<file path="src/rtl/lnk_pkg.sv">
package lnk_pkg;

  localparam int unsigned NIB_W      = 4;
  localparam int unsigned CHK_W      = 3;
  localparam int unsigned KEY_GROUPS = 2;
  localparam int unsigned PROT_W     = 8;
  localparam int unsigned RESV_W     = PROT_W - KEY_GROUPS * CHK_W;

  typedef enum logic [2:0] {
    ST_OK     = 3'b000,
    ST_CODE   = 3'b001,
    ST_FIXED  = 3'b010,
    ST_FATAL  = 3'b011,
    ST_NOLINK = 3'b100
  } lnk_stat_e;

  typedef struct packed {
    logic [NIB_W-1:0] nib;
    logic             hit;
  } ham_fix_t;

  // Parity triple {p4, p2, p1} for a nibble placed at code positions 3,5,6,7.
  function automatic logic [CHK_W-1:0] ham_par(input logic [NIB_W-1:0] d);
    logic [CHK_W-1:0] p;
    p[0] = d[0] ^ d[1] ^ d[3];
    p[1] = d[0] ^ d[2] ^ d[3];
    p[2] = d[1] ^ d[2] ^ d[3];
    return p;
  endfunction

  function automatic ham_fix_t ham_fix(input logic [NIB_W-1:0] d,
                                       input logic [CHK_W-1:0] p);
    logic [CHK_W-1:0] syn;
    ham_fix_t         r;
    syn   = ham_par(d) ^ p;
    r.nib = d;
    r.hit = (syn != '0);
    case (syn)
      3'd3:    r.nib[0] = ~d[0];
      3'd5:    r.nib[1] = ~d[1];
      3'd6:    r.nib[2] = ~d[2];
      3'd7:    r.nib[3] = ~d[3];
      default: r.nib = d;
    endcase
    return r;
  endfunction

endpackage

</file>
<file path="src/rtl/lnk_tx_seq.sv">
module lnk_tx_seq
  import lnk_pkg::*;
#(
  parameter int unsigned PAYLOAD_W = 56,
  parameter int unsigned LANE_W    = 16,
  parameter int unsigned IDLE_SYM  = 'h50BC
) (
  input  logic                 clk,
  input  logic                 rst_n,
  input  logic                 avail_i,
  input  logic [PAYLOAD_W-1:0] word_i,
  output logic                 take_o,
  output logic [LANE_W-1:0]    txd_o,
  output logic                 txen_o
);

  localparam int unsigned FRAME_W = PAYLOAD_W + PROT_W;
  localparam int unsigned FRAMES  = FRAME_W / LANE_W;
  localparam int unsigned IDX_W   = $clog2(FRAMES);
  localparam int unsigned HI_W    = LANE_W - PROT_W;
  localparam int unsigned LO_W    = PAYLOAD_W - HI_W;

  logic [PROT_W-1:0]  prot;
  logic [FRAME_W-1:0] frame_d, frame_q;
  logic               busy_d, busy_q;
  logic [IDX_W-1:0]   idx_d, idx_q;
  logic [LANE_W-1:0]  lane [FRAMES];

  // check byte, one parity triple per key nibble, reserved bits zero
  for (genvar g = 0; g < KEY_GROUPS; g++) begin : g_par
    assign prot[PROT_W-1-g*CHK_W -: CHK_W] =
      ham_par(word_i[PAYLOAD_W-1-g*NIB_W -: NIB_W]);
  end
  assign prot[RESV_W-1:0] = '0;

  // top payload byte shares the last link word with the check byte
  assign frame_d = {word_i[PAYLOAD_W-1 -: HI_W], prot, word_i[LO_W-1:0]};

  for (genvar k = 0; k < FRAMES; k++) begin : g_lane
    assign lane[k] = frame_q[k*LANE_W +: LANE_W];
  end

  always_comb begin
    take_o = avail_i & ~busy_q;
    busy_d = busy_q;
    idx_d  = idx_q;
    if (take_o) begin
      busy_d = 1'b1;
      idx_d  = '0;
    end else if (busy_q) begin
      if (idx_q == IDX_W'(FRAMES - 1)) busy_d = 1'b0;
      idx_d = idx_q + 1'b1;
    end
  end

  always_ff @(posedge clk or negedge rst_n) begin
    if (!rst_n) begin
      busy_q <= 1'b0;
      idx_q  <= '0;
    end else begin
      busy_q <= busy_d;
      idx_q  <= idx_d;
    end
  end

  always_ff @(posedge clk) begin
    if (take_o) frame_q <= frame_d;
  end

  assign txen_o = busy_q;
  assign txd_o  = busy_q ? lane[idx_q] : LANE_W'(IDLE_SYM);

endmodule

</file>
<file path="src/rtl/lnk_rx_asm.sv">
module lnk_rx_asm
  import lnk_pkg::*;
#(
  parameter int unsigned PAYLOAD_W = 56,
  parameter int unsigned LANE_W    = 16
) (
  input  logic                               clk,
  input  logic                               rst_n,
  input  logic [LANE_W-1:0]                  rxd_i,
  input  logic                               dv_i,
  input  logic                               err_i,
  input  logic                               link_i,
  output logic                               done_o,
  output logic [PAYLOAD_W+PROT_W-1:0]        frame_o,
  output logic                               code_err_o
);

  localparam int unsigned FRAME_W = PAYLOAD_W + PROT_W;
  localparam int unsigned FRAMES  = FRAME_W / LANE_W;
  localparam int unsigned IDX_W   = $clog2(FRAMES);
  localparam int unsigned ACC_W   = FRAME_W - LANE_W;

  logic [IDX_W-1:0] idx_d, idx_q;
  logic             err_d, err_q;
  logic [ACC_W-1:0] acc_q;
  logic             take, last, store_en;

  // nothing is counted while the link is down
  assign take     = link_i & dv_i;
  assign last     = (idx_q == IDX_W'(FRAMES - 1));
  assign store_en = take & ~last;

  assign done_o     = take & last;
  assign frame_o    = {rxd_i, acc_q};
  assign code_err_o = err_q | err_i;

  always_comb begin
    idx_d = idx_q;
    err_d = err_q;
    if (!take || last) begin
      // comma, link loss or a finished frame restart the count
      idx_d = '0;
      err_d = 1'b0;
    end else begin
      idx_d = idx_q + 1'b1;
      err_d = err_q | err_i;
    end
  end

  always_ff @(posedge clk or negedge rst_n) begin
    if (!rst_n) begin
      idx_q <= '0;
      err_q <= 1'b0;
    end else begin
      idx_q <= idx_d;
      err_q <= err_d;
    end
  end

  for (genvar k = 0; k < FRAMES - 1; k++) begin : g_slot
    always_ff @(posedge clk) begin
      if (store_en && idx_q == IDX_W'(k)) acc_q[k*LANE_W +: LANE_W] <= rxd_i;
    end
  end

endmodule

</file>
<file path="src/rtl/lnk_rx_dec.sv">
module lnk_rx_dec
  import lnk_pkg::*;
#(
  parameter int unsigned PAYLOAD_W = 56,
  parameter int unsigned LANE_W    = 16
) (
  input  logic [PAYLOAD_W+PROT_W-1:0] frame_i,
  output logic [PAYLOAD_W-1:0]        payload_o,
  output logic                        fix_o,
  output logic                        resv_bad_o
);

  localparam int unsigned HI_W  = LANE_W - PROT_W;
  localparam int unsigned LO_W  = PAYLOAD_W - HI_W;
  localparam int unsigned KEY_W = KEY_GROUPS * NIB_W;

  logic [PROT_W-1:0]     prot;
  logic [PAYLOAD_W-1:0]  raw;
  logic [KEY_GROUPS-1:0] hit;

  assign prot = frame_i[LO_W +: PROT_W];
  assign raw  = {frame_i[PAYLOAD_W+PROT_W-1 -: HI_W], frame_i[LO_W-1:0]};

  // each key nibble repaired from its own parity triple
  for (genvar g = 0; g < KEY_GROUPS; g++) begin : g_fix
    ham_fix_t fx;
    assign fx = ham_fix(raw[PAYLOAD_W-1-g*NIB_W -: NIB_W],
                        prot[PROT_W-1-g*CHK_W -: CHK_W]);
    assign payload_o[PAYLOAD_W-1-g*NIB_W -: NIB_W] = fx.nib;
    assign hit[g] = fx.hit;
  end
  assign payload_o[PAYLOAD_W-KEY_W-1:0] = raw[PAYLOAD_W-KEY_W-1:0];

  assign fix_o      = |hit;
  // reserved check bits must arrive as zero
  assign resv_bad_o = |prot[RESV_W-1:0];

endmodule

</file>
<file path="src/rtl/lnk_rx_hold.sv">
module lnk_rx_hold
  import lnk_pkg::*;
#(
  parameter int unsigned PAYLOAD_W = 56
) (
  input  logic                 clk,
  input  logic                 rst_n,
  input  logic                 done_i,
  input  logic [PAYLOAD_W-1:0] payload_i,
  input  logic                 fix_i,
  input  logic                 resv_bad_i,
  input  logic                 code_err_i,
  input  logic                 link_i,
  input  logic                 read_i,
  output logic                 rdy_o,
  output logic [PAYLOAD_W-1:0] word_o,
  output logic [2:0]           stat_o
);

  logic                 rdy_d, rdy_q;
  logic                 lost_d, lost_q;
  lnk_stat_e            stat_d, stat_q;
  logic [PAYLOAD_W-1:0] word_q;
  logic                 accept, drop;

  // the held word only moves on a read; a frame meeting a full slot is lost
  assign accept = done_i & (~rdy_q | read_i);
  assign drop   = done_i & rdy_q & ~read_i;

  always_comb begin
    // priority fatal > fixed > code error > clean
    if (lost_q || resv_bad_i) stat_d = ST_FATAL;
    else if (fix_i)           stat_d = ST_FIXED;
    else if (code_err_i)      stat_d = ST_CODE;
    else                      stat_d = ST_OK;

    rdy_d  = rdy_q;
    lost_d = lost_q;
    if (accept) begin
      rdy_d  = 1'b1;
      lost_d = 1'b0;
    end else begin
      if (read_i) rdy_d = 1'b0;
      if (drop)   lost_d = 1'b1;
    end
  end

  always_ff @(posedge clk or negedge rst_n) begin
    if (!rst_n) begin
      rdy_q  <= 1'b0;
      lost_q <= 1'b0;
      stat_q <= ST_OK;
    end else begin
      rdy_q  <= rdy_d;
      lost_q <= lost_d;
      if (accept) stat_q <= stat_d;
    end
  end

  always_ff @(posedge clk) begin
    if (accept) word_q <= payload_i;
  end

  assign rdy_o  = rdy_q;
  assign word_o = word_q;
  // with nothing held, the status shows the link state
  assign stat_o = rdy_q ? stat_q : (link_i ? ST_OK : ST_NOLINK);

endmodule

</file>
<file path="src/rtl/lnk_word_framer.sv">
module lnk_word_framer
  import lnk_pkg::*;
#(
  parameter int unsigned PAYLOAD_W = 56,
  parameter int unsigned LANE_W    = 16,
  parameter int unsigned IDLE_SYM  = 'h50BC
) (
  input  logic                 clk,
  input  logic                 rst_n,
  input  logic                 tx_avail_i,
  input  logic [PAYLOAD_W-1:0] tx_word_i,
  output logic                 tx_take_o,
  output logic [LANE_W-1:0]    ser_txd_o,
  output logic                 ser_txen_o,
  input  logic [LANE_W-1:0]    ser_rxd_i,
  input  logic                 ser_rxdv_i,
  input  logic                 ser_rxerr_i,
  input  logic                 ser_link_i,
  output logic                 rx_rdy_o,
  output logic [PAYLOAD_W-1:0] rx_word_o,
  output logic [2:0]           rx_stat_o,
  input  logic                 rx_read_i
);

  localparam int unsigned FRAME_W = PAYLOAD_W + PROT_W;

  logic [1:0]           rs_q;
  logic                 rst_sync_n;
  logic                 asm_done, asm_err, dec_fix, dec_resv;
  logic [FRAME_W-1:0]   asm_frame;
  logic [PAYLOAD_W-1:0] dec_payload;

  // Reset asserts at once, releases on a clock edge
  always_ff @(posedge clk or negedge rst_n) begin
    if (!rst_n) rs_q <= 2'b00;
    else        rs_q <= {rs_q[0], 1'b1};
  end
  assign rst_sync_n = rs_q[1];

  lnk_tx_seq #(.PAYLOAD_W(PAYLOAD_W), .LANE_W(LANE_W), .IDLE_SYM(IDLE_SYM)) u_tx (
    .clk(clk), .rst_n(rst_sync_n), .avail_i(tx_avail_i), .word_i(tx_word_i),
    .take_o(tx_take_o), .txd_o(ser_txd_o), .txen_o(ser_txen_o)
  );

  lnk_rx_asm #(.PAYLOAD_W(PAYLOAD_W), .LANE_W(LANE_W)) u_asm (
    .clk(clk), .rst_n(rst_sync_n), .rxd_i(ser_rxd_i), .dv_i(ser_rxdv_i),
    .err_i(ser_rxerr_i), .link_i(ser_link_i), .done_o(asm_done),
    .frame_o(asm_frame), .code_err_o(asm_err)
  );

  lnk_rx_dec #(.PAYLOAD_W(PAYLOAD_W), .LANE_W(LANE_W)) u_dec (
    .frame_i(asm_frame), .payload_o(dec_payload), .fix_o(dec_fix),
    .resv_bad_o(dec_resv)
  );

  lnk_rx_hold #(.PAYLOAD_W(PAYLOAD_W)) u_hold (
    .clk(clk), .rst_n(rst_sync_n), .done_i(asm_done), .payload_i(dec_payload),
    .fix_i(dec_fix), .resv_bad_i(dec_resv), .code_err_i(asm_err),
    .link_i(ser_link_i), .read_i(rx_read_i), .rdy_o(rx_rdy_o),
    .word_o(rx_word_o), .stat_o(rx_stat_o)
  );

endmodule

</file>
<file path="config.mk">
export PLATFORM = sky130hd
export DESIGN_NAME = lnk_word_framer
export DESIGN_NICKNAME = d
export VERILOG_FILES = /design/src/rtl/lnk_pkg.sv /design/src/rtl/lnk_tx_seq.sv /design/src/rtl/lnk_rx_asm.sv /design/src/rtl/lnk_rx_dec.sv /design/src/rtl/lnk_rx_hold.sv /design/src/rtl/lnk_word_framer.sv
export SDC_FILE = /design/constraint.sdc
export NUM_CORES = 1
export LEC_CHECK = 0
export ABC_AREA = 1
export BUFFER_PORTS_ARGS = -buffer_cell sky130_fd_sc_hd__buf_2
export CORE_MARGIN = 2
export CORE_UTILIZATION = 53
export CTS_CLUSTER_SIZE = 24
export DETAILED_ROUTE_END_ITERATION = 10
export HOLD_SLACK_MARGIN = 0.03
export PLACE_DENSITY = 0.88
export REMOVE_ABC_BUFFERS = 1
export SLEW_MARGIN = 25
export SYNTH_ARGS = -nofsm -noshare
export SYNTH_HDL_FRONTEND = slang
export SYNTH_SLANG_ARGS = --single-unit
</file>
<file path="constraint.sdc">
create_clock -name clk -period 4.1 [get_ports clk]
set_clock_uncertainty 0.2 [all_clocks]
set_input_delay 0.41 -clock clk [delete_from_list [all_inputs] [get_ports clk]]
set_output_delay 0.41 -clock clk [all_outputs]
set_load 0.01 [all_outputs]
</file>
==> flow_summary.ini, run 1 <==
[outcome]
status = completed

[layout]
nets = 776
drive_gt1_share_pct = 28.8
area_growth_pct = 33.9
fill_cells = 716
layout.cells.non_filler = 873
antenna_cells = 0
seq_area_um2 = 5290
final_common_cell = edfxtp_1
multi_input_area_um2 = 1170
final_cell_mix = 166 x edfxtp_1, 156 x buf_2, 78 x nor2_1, 67 x dlygate4sd3_1, 57 x nand2_1

[routing]
dr_total_vias = 4474
drt_iter0_markers = 251
remaining_drc_errors = 0
routed_via_density = 5.12
dr.pass1.iters = 4
antenna_left = 0
wl_per_cell_um = 17.2
finalWirelength_mm = 15.0

[power]
ir_drop_v = 0.000416
power_density_nw_per_um2 = 528
p_leak_uw = 0.00358

[die]
start_util_pct = 54.8
fp.dieH_um = 116
ios = 157
core_area_um2 = 12100
die-width_um = 116
dieArea_um2 = 13400
std_cell_rows = 40

[critical_path]
crit_slowest_cell = dfrtp_1
crit_type = flip-flop to primary output
cp_top_family = flip-flops
slowest_delay_ns = 0.84
worstPathRequired_ns = 3.49
critPathCaptureType = primary output
cp-start-kind = flip-flop
crit_arrival_ns = 2.54
path_cells = inv_1 > nor2_1 > o21ai_0 > a21oi_1 > buf_2
crit_fanout = 21
crit_buf_inv = 2

[synthesis]
ys_seq_elements = 178
ys_dominant_reg_cell = edfxtp_1
yosysTopAreaCellShare_pct = 75.1
synth_top_area_cell = edfxtp_1
syn_avg_cell_area_um2 = 14.6
async_flop_share_pct = 6.74
seq_area_frac_synth_pct = 79.6
synthCells = 456
synthDistinctLibCells = 26
yosys_warnings = 0
synth_edf_count = 166
mappedNetlistArea_um2 = 6640
yosys-top-cells-area = edfxtp_1 75%, dfrtp_1 4.5%, nor2_1 4.5%

[timing]
finalHoldViolCount = 0
fin_tns_setup_ns = 0
worst_slew_pin_slew_ns = 0.904
period_needed_ns = 3.15
maxSlewViolCount = 0
setup_violations = 0
rsz0062_at_grt = false
slew_headroom_pct = 39.6
fmax_mhz = 318
period_share_pct = 76.8

[global_routing]
grt_pass1_vias = 4524
grt_usage_pct = 23.7
grt_max_degree = 34
grt-ovfl-total = 0
grt_pass1_wl_mm = 23.1
grt_antenna_before_repair = 0

[placed_design]
dp_hpwl_mm = 8.74
placed_cells = 774
gp_congestion = 0.829
io_buffers = 156

[cts]
h-tree-depth = 4
clock_latency_ns = 0.43
clkTransAtPathRegs_ns = 0.07
clockRootBuffer = clkbuf_16
numCtsBuffers = 17
clockBufferDepth = 2
cts_setup_buffers = 0
clock_sinks = 178
cts_tree = built

[worst_hold_path]
hp-class = input port to flip-flop

[run]
drv_cap = 0
-- path summary, 6_finish.rpt --
path / from / to / slack (ns) / cells past startpoint
worst min register to register: rs_q[0] / rs_q[1] / 0.16 / 0
min in group asynchronous: rst_n / rs_q[0] / 0.09 / 2
max in group asynchronous: rs_q[1] / u_tx.idx_q[1] / 2.84 / 1
worst min-delay path: ser_rxerr_i / u_asm.err_q / 0.06 / 3
worst max register to register: u_asm.idx_q[0] / u_hold.word_o[17] / 1.65 / 4
worst max-delay path: u_tx.idx_q[1] / ser_txd_o[9] / 0.95 / 5
-- state kept, by name, indices dropped and copies added, names as in the netlist --
| signal | cells |
|---|---|
| u_asm.err_q | 1 |
| u_hold.rdy_o | 1 |
| u_hold.stat_q | 2 |
| u_hold.word_o | 56 |
| rs_q | 2 |
| u_tx.txen_o | 1 |
| u_hold.lost_q | 1 |
| u_asm.idx_q | 2 |
| u_asm.frame_o | 48 |
| u_tx.idx_q | 2 |
| u_tx.frame_q | 62 |
-- worst min-delay path: stages --
cell	delay, ns
buf_2	0.11
inv_1	0.06
a21oi_1	0.06
-- layout make-up --
type / count / area share, %
clock buffers: 17 / 4.78
clock inverters: 15 / 1.82
inverters: 36 / 1.52
multi-input cells: 229 / 13.2
flip-flops and latches: 178 / 59.4
well taps: 168 / 2.36
repair buffers: 230 / 16.9
-- Yosys cell counts, types with 3 or more instances --
cell / count
nand3_1: 5
a21oi_1: 13
ha_1: 5
clkbuf_1: 5
o21ai_0: 25
dfrtp_1: 12
nand2_2: 3
xnor2_1: 10
o311ai_0: 7
inv_1: 33
edfxtp_1: 166
buf_2: 5
nor2_1: 80
xor2_1: 15
nand2_1: 57
-- power breakdown --
part / switching (µW) / internal (µW) / total, µW
Sequential: 85.2 / 2120 / 2200
Clock: 740 / 867 / 1610
Combinational: 560 / 326 / 886
Total: 1390 / 3310 / 4700
-- cell families after synthesis --
| logic type | Yosys count | synth area share [%] |
|---|---|---|
| AO/OA/AOI/OAI | 47 | 4.03 |
| XOR/XNOR | 25 | 3.30 |
| adder cells (fa/ha/maj) | 5 | 0.942 |
| buffers and inverters | 49 | 3.00 |
| flip-flops | 178 | 79.6 |
| other | 1 | 0.0565 |
| AND/OR/NAND/NOR | 151 | 9.08 |
-- layer usage --
layer,track usage (%),wire length [µm]
met3,6.43,1280
met1,27.9,5700
met4,9.76,379
met5,0,0
met2,41.4,7660
-- through the flow --
step                util (%)  setup WS [ns]  hold slack [ns]  area (µm²)  total power, µW
finish                  73.4          0.952           0.0566        8890             4700
global route            73.4          0.839           0.0467        8890             4870
CTS                     73.4           1.05           0.0340        8890             4680
detailed placement      63.0           1.51          -0.0109        7630             3040
global placement        63.0           1.66          -0.0342        7630             2990
floorplan                  -          0.149          -0.0856        6580             2680
-- repair_timing --
action                    CTS  global route
hold buffers               67             0
resized for setup           0             0
hold endpoints to repair   93             0
Note: power is estimated with default switching activity, not from simulation.
==> run 2, diff against run 1 <==
--- a/config.mk
+++ b/config.mk
@@ -8,11 +8,11 @@
 export ABC_AREA = 1
 export BUFFER_PORTS_ARGS = -buffer_cell sky130_fd_sc_hd__buf_2
 export CORE_MARGIN = 2
-export CORE_UTILIZATION = 53
+export CORE_UTILIZATION = 48
 export CTS_CLUSTER_SIZE = 24
 export DETAILED_ROUTE_END_ITERATION = 10
 export HOLD_SLACK_MARGIN = 0.03
-export PLACE_DENSITY = 0.88
+export PLACE_DENSITY = 0.84
 export REMOVE_ABC_BUFFERS = 1
 export SLEW_MARGIN = 25
 export SYNTH_ARGS = -nofsm -noshare
==> constraint.sdc (replaced) <==
create_clock -name clk -period 2.71 [get_ports clk]
set_clock_uncertainty 0.2 [all_clocks]
set_input_delay 0.271 -clock clk [delete_from_list [all_inputs] [get_ports clk]]
set_output_delay 0.271 -clock clk [all_outputs]
set_load 0.01 [all_outputs]
==> flow_summary.ini, run 2 (synthesis gave the netlist of run 1 again) <==
[outcome]
status = completed

[cts]
numCtsBuffers = 17
clock_sinks = 178
hold_buffers = 80
clock_latency_ns = 0.43
clockRootBuffer = clkbuf_16
h-tree-depth = 4
clockBufferDepth = 2
cts_setup_buffers = 0
clkTransAtPathRegs_ns = 0.07
cts_tree = built
ctsResizeCount = 0

[die]
std_cell_rows = 42
core_area_um2 = 13400
start_util_pct = 49.6
ios = 157
dieArea_um2 = 14800
fp.dieH_um = 122
die-width_um = 122

[routing]
wl_per_cell_um = 17.0
finalWirelength_mm = 15.3
remaining_drc_errors = 0
dr_total_vias = 4473
routed_via_density = 4.99
drt_iter0_markers = 309
antenna_left = 0
dr.pass1.iters = 4

[critical_path]
critPathLaunch = u_tx.idx_q[0]
crit_slowest_cell = o311ai_0
crit_arrival_ns = 1.98
critPathCaptureType = primary output
timing.rr.start = u_asm.idx_q[0]
crit_type = flip-flop to primary output
reg2reg_slack_ns = 0.75
worstPathRequired_ns = 2.24
crit_end = ser_txd_o[4]
slowest_delay_ns = 0.49
cp-start-kind = flip-flop
rr_endpoint = u_hold.word_o[9]
crit_fanout = 32
path_cells = inv_1 > buf_4 > nor2_1 > o311ai_0 > buf_2
reg2reg_depth = 4

[placed_design]
pre_cts_ws_ns = 0.723
io_buffers = 156
dpl_cell_area_um2 = 7690
dp_hpwl_mm = 9.22
gp_congestion = 0.908

[worst_hold_path]
hp-class = input port to flip-flop
hold_start = ser_link_i

[layout]
antenna_cells = 0
fill_cells = 843
largest_register = u_tx.frame_q
area_growth_pct = 36.9
final_cell_mix = 166 x edfxtp_1, 156 x buf_2, 80 x dlygate4sd3_1, 78 x nor2_1, 57 x nand2_1
drive_gt1_share_pct = 28.6
nets = 792
design_area_um2 = 9090
final_common_cell = edfxtp_1
largest_reg_flops = 62

[power]
p_int_uw = 5050
combPwrFrac_pct = 19.7
clockPowerShare_pct = 34.2
switching_share_pct = 29.0
power_density_nw_per_um2 = 783
power_switching_uw = 2060
p_leak_uw = 0.00365
pwr-share-seq_pct = 46.1
ir_drop_v = 0.000529

[global_routing]
grt_pass1_vias = 4625
grt-ovfl-total = 0
grt_antenna_before_repair = 0
grt_max_degree = 49
grt_pass1_wl_mm = 23.5
grt_usage_pct = 21.9

[timing]
setup_violations = 0
maxSlewViolCount = 0
period_share_pct = 90.6
fmax_mhz = 407
slew_headroom_pct = 62.5
final.setup.worst_slack_ns = 0.255
rsz0062_at_grt = false
worst_slew_pin_slew_ns = 0.556
period_needed_ns = 2.46
finalHoldViolCount = 0

[run]
drv_cap = 0
-- run 2: changes by cell type in the layout (fill, tap and decap cells not counted), sizes merged --
cell	change
clkinvlp	+2
clkinv	-1
inv	-2
clkbuf	+1
buf	+3
dlygate4sd3	+13
-- run 2: metal layers --
metal / part of all wire [%] / vias to the layer above / GRT usage, % / wire, µm
li1: - / 2086 / - / -
met1: 38 / 2112 / 25.0 / 5810
met2: 52 / 247 / 39.0 / 7960
met3: 8.0 / 28 / 6.79 / 1230
met4: 1.9 / 0 / 8.05 / 294
met5: 0 / - / 0 / 0
-- run 2: final cells by class --
cell class	instances	area, µm²	area share [%]
Sequential cell	178	5290	58.1
Timing Repair Buffer	246	1680	18.5
Tap cell	176	220	2.42
Multi-Input combinational cell	229	1170	12.9
Clock inverter	14	166	1.83
Inverter	36	135	1.49
Clock buffer	18	429	4.72
-- run 2: how the worst min path moves through the flow --
stage | to | slack [ns] | depth (start not counted)
after floorplan | rs_q[0] | -0.22 | 0
after global placement | rs_q[1] | -0.14 | 1
after detailed placement | rs_q[1] | -0.14 | 1
after CTS | u_hold.lost_q | 0.04 | 3
after global routing | u_hold.lost_q | 0.07 | 3
final | u_hold.lost_q | 0.06 | 3
-- run 2: power by group through the flow --
stage / Sequential [µW] / Combinational, µW / Clock, µW
final: 3280 / 1400 / 2440
after global placement: 3330 / 1240 / 0
after detailed placement: 3340 / 1290 / 0
after global routing: 3290 / 1550 / 2600
after floorplan: 3390 / 662 / 0
after CTS: 3280 / 1390 / 2450
-- run 2: metrics by stage --
step	TNS [ns]	instances	total power, µW	hold WS [ns]	utilization, %
after floorplan	-141.27	443	4060	-0.225	-
after global placement	0	785	4570	-0.142	57.4
after detailed placement	0	785	4630	-0.136	57.4
after CTS	0	897	7120	0.0379	67.8
after global routing	0	897	7440	0.0712	67.8
final	0	897	7120	0.0609	67.8
-- run 2: worst max-delay path: cells and delay by family, from the launching register on --
kind                   cells  cell delay [ns]
and+or+nand+nor            1             0.07
DFF                        1             0.38
buffers and inverters      3             0.59
AOI/OAI and AO/OA          1             0.49
==> run 3, diff against run 2 <==
--- a/config.mk
+++ b/config.mk
@@ -13,6 +13,7 @@
 export DETAILED_ROUTE_END_ITERATION = 10
 export HOLD_SLACK_MARGIN = 0.03
 export PLACE_DENSITY = 0.84
+export RECOVER_POWER = 100
 export REMOVE_ABC_BUFFERS = 1
 export SLEW_MARGIN = 25
 export SYNTH_ARGS = -nofsm -noshare
==> flow_summary.ini, run 3 (synthesis gave the netlist of run 1 again) <==
[timing]
period_share_pct = 90.8
maxSlewViolCount = 0
slew_headroom_pct = 23.3
period_needed_ns = 2.46
worst_slew_pin_slew_ns = 1.15
finalHoldViolCount = 0
rsz0062_at_grt = false
fin_tns_setup_ns = 0
final.setup.worst_slack_ns = 0.248
setup_violations = 0
fmax_mhz = 406

[placed_design]
gp_congestion = 0.908
dpl_cell_area_um2 = 7690
io_buffers = 156
pre_cts_ws_ns = 0.723
dp_hpwl_mm = 9.22

[routing]
antenna_left = 0
dr.pass1.iters = 5
routed_via_density = 4.98
finalWirelength_mm = 15.4
remaining_drc_errors = 0
wl_per_cell_um = 17.2
drt_iter0_markers = 285
dr_total_vias = 4471

[critical_path]
crit_arrival_ns = 2.38
worstPathRequired_ns = 2.63
reg2reg_slack_ns = 0.25
rr_endpoint = u_hold.word_o[9]
path_cells = ha_1 > nand3_1 > nor2_1 > buf_12
timing.rr.start = u_asm.idx_q[0]
critPathCaptureType = flip-flop
crit_type = flip-flop to flip-flop
crit_buf_inv = 1
crit_fanout = 48
reg2reg_depth = 4
cp-start-kind = flip-flop
cp_top_family = simple AND/OR/NAND/NOR gates
crit_slowest_cell = nor2_1
slowest_delay_ns = 0.88

[worst_hold_path]
hold_start = ser_link_i
hold_depth = 3
hold_end = u_hold.lost_q
hp-class = input port to flip-flop

[layout]
drive_gt1_share_pct = 12.3
antenna_cells = 0
largest_reg_flops = 62
area_growth_pct = 34.0
design_area_um2 = 8900
fill_cells = 927
seq_area_um2 = 5290
largest_register = u_tx.frame_q
final_common_cell = edfxtp_1
nets = 792
final_cell_mix = 166 x edfxtp_1, 115 x clkbuf_1, 80 x dlygate4sd3_1, 79 x nor2_1, 57 x nand2_1
post-route-util_pct = 66.4
multi_input_area_um2 = 1150

[die]
die-width_um = 122
std_cell_rows = 42
fp.dieH_um = 122
start_util_pct = 49.6
core_area_um2 = 13400
dieArea_um2 = 14800
ios = 157

[global_routing]
grt_pass1_vias = 4625
grt_pass1_wl_mm = 23.5
grt_max_degree = 49
top_usage_layer = met2
use_met2_pct = 39.0
gr-usage-met3_pct = 6.79
grt_usage_pct = 21.9
grt_antenna_before_repair = 0
grtUsageMet1_pct = 25.0
grt-ovfl-total = 0

[cts]
clockBufferDepth = 2
clock_latency_ns = 0.43
numCtsBuffers = 17
h-tree-depth = 4
clock_sinks = 178
clkTransAtPathRegs_ns = 0.07
cts_tree = built
clockRootBuffer = clkbuf_16

[power]
ir_drop_v = 0.000537
power_density_nw_per_um2 = 793
p_leak_uw = 0.00332

[outcome]
status = completed

[run]
drv_cap = 0
run 3: worst max path at each step:
stage	startpoint	end	slack [ns]	depth (start not counted)
floorplan	u_tx.txen_o	u_tx.frame_q[0]	-1.24	1
global placement	u_tx.idx_q[0]	ser_txd_o[7]	0.73	5
detailed placement	u_tx.idx_q[0]	ser_txd_o[4]	0.72	4
CTS	u_tx.txen_o	ser_txd_o[13]	0.25	3
global route	u_asm.idx_q[0]	u_hold.word_o[9]	0.08	4
finish	u_asm.idx_q[0]	u_hold.word_o[9]	0.25	4
run 3: timing repair:
| action | CTS | global route |
|---|---|---|
| setup buffers | 0 | 0 |
| gates resized for setup | 0 | 0 |
| hold endpoints to repair | 124 | 0 |
| hold buffers | 80 | 0 |
run 3: final cells by class:
cell class	count	share of cell area (%)
flip-flops and latches	178	59.4
repair buffers	246	17.0
multi-input cells	229	13.0
clock buffers	18	4.82
well taps	176	2.47
clock inverters	14	1.87
inverters	36	1.52
run 3: metal layers:
| metal | part of all wire, % | vias up |
|---|---|---|
| met5 | 0 | - |
| met4 | 1.8 | 0 |
| met3 | 8.0 | 24 |
| met2 | 52 | 248 |
| met1 | 38 | 2109 |
| li1 | - | 2090 |
run 3: stage by stage:
stage / hold WS (ns) / power (µW) / cells
global route: 0.00823 / 7370 / 897
floorplan: -0.225 / 4060 / 443
finish: 0.000497 / 7060 / 897
global placement: -0.142 / 4570 / 785
CTS: 0.0379 / 7120 / 897
detailed placement: -0.136 / 4630 / 785
run 3: worst register-to-register path: cells and delay by family (launching register included):
kind,cells,cell delay (ns)
buf+inv,1,0.35
simple gates,2,1.00
fa+ha+maj,1,0.17
flops,1,0.40
run 3: power breakdown:
group | leakage (µW) | internal (µW) | switching, µW
clock network | 0.000285 | 1320 | 1120
logic | 0.00137 | 464 | 870
registers | 0.00166 | 3210 | 76.5
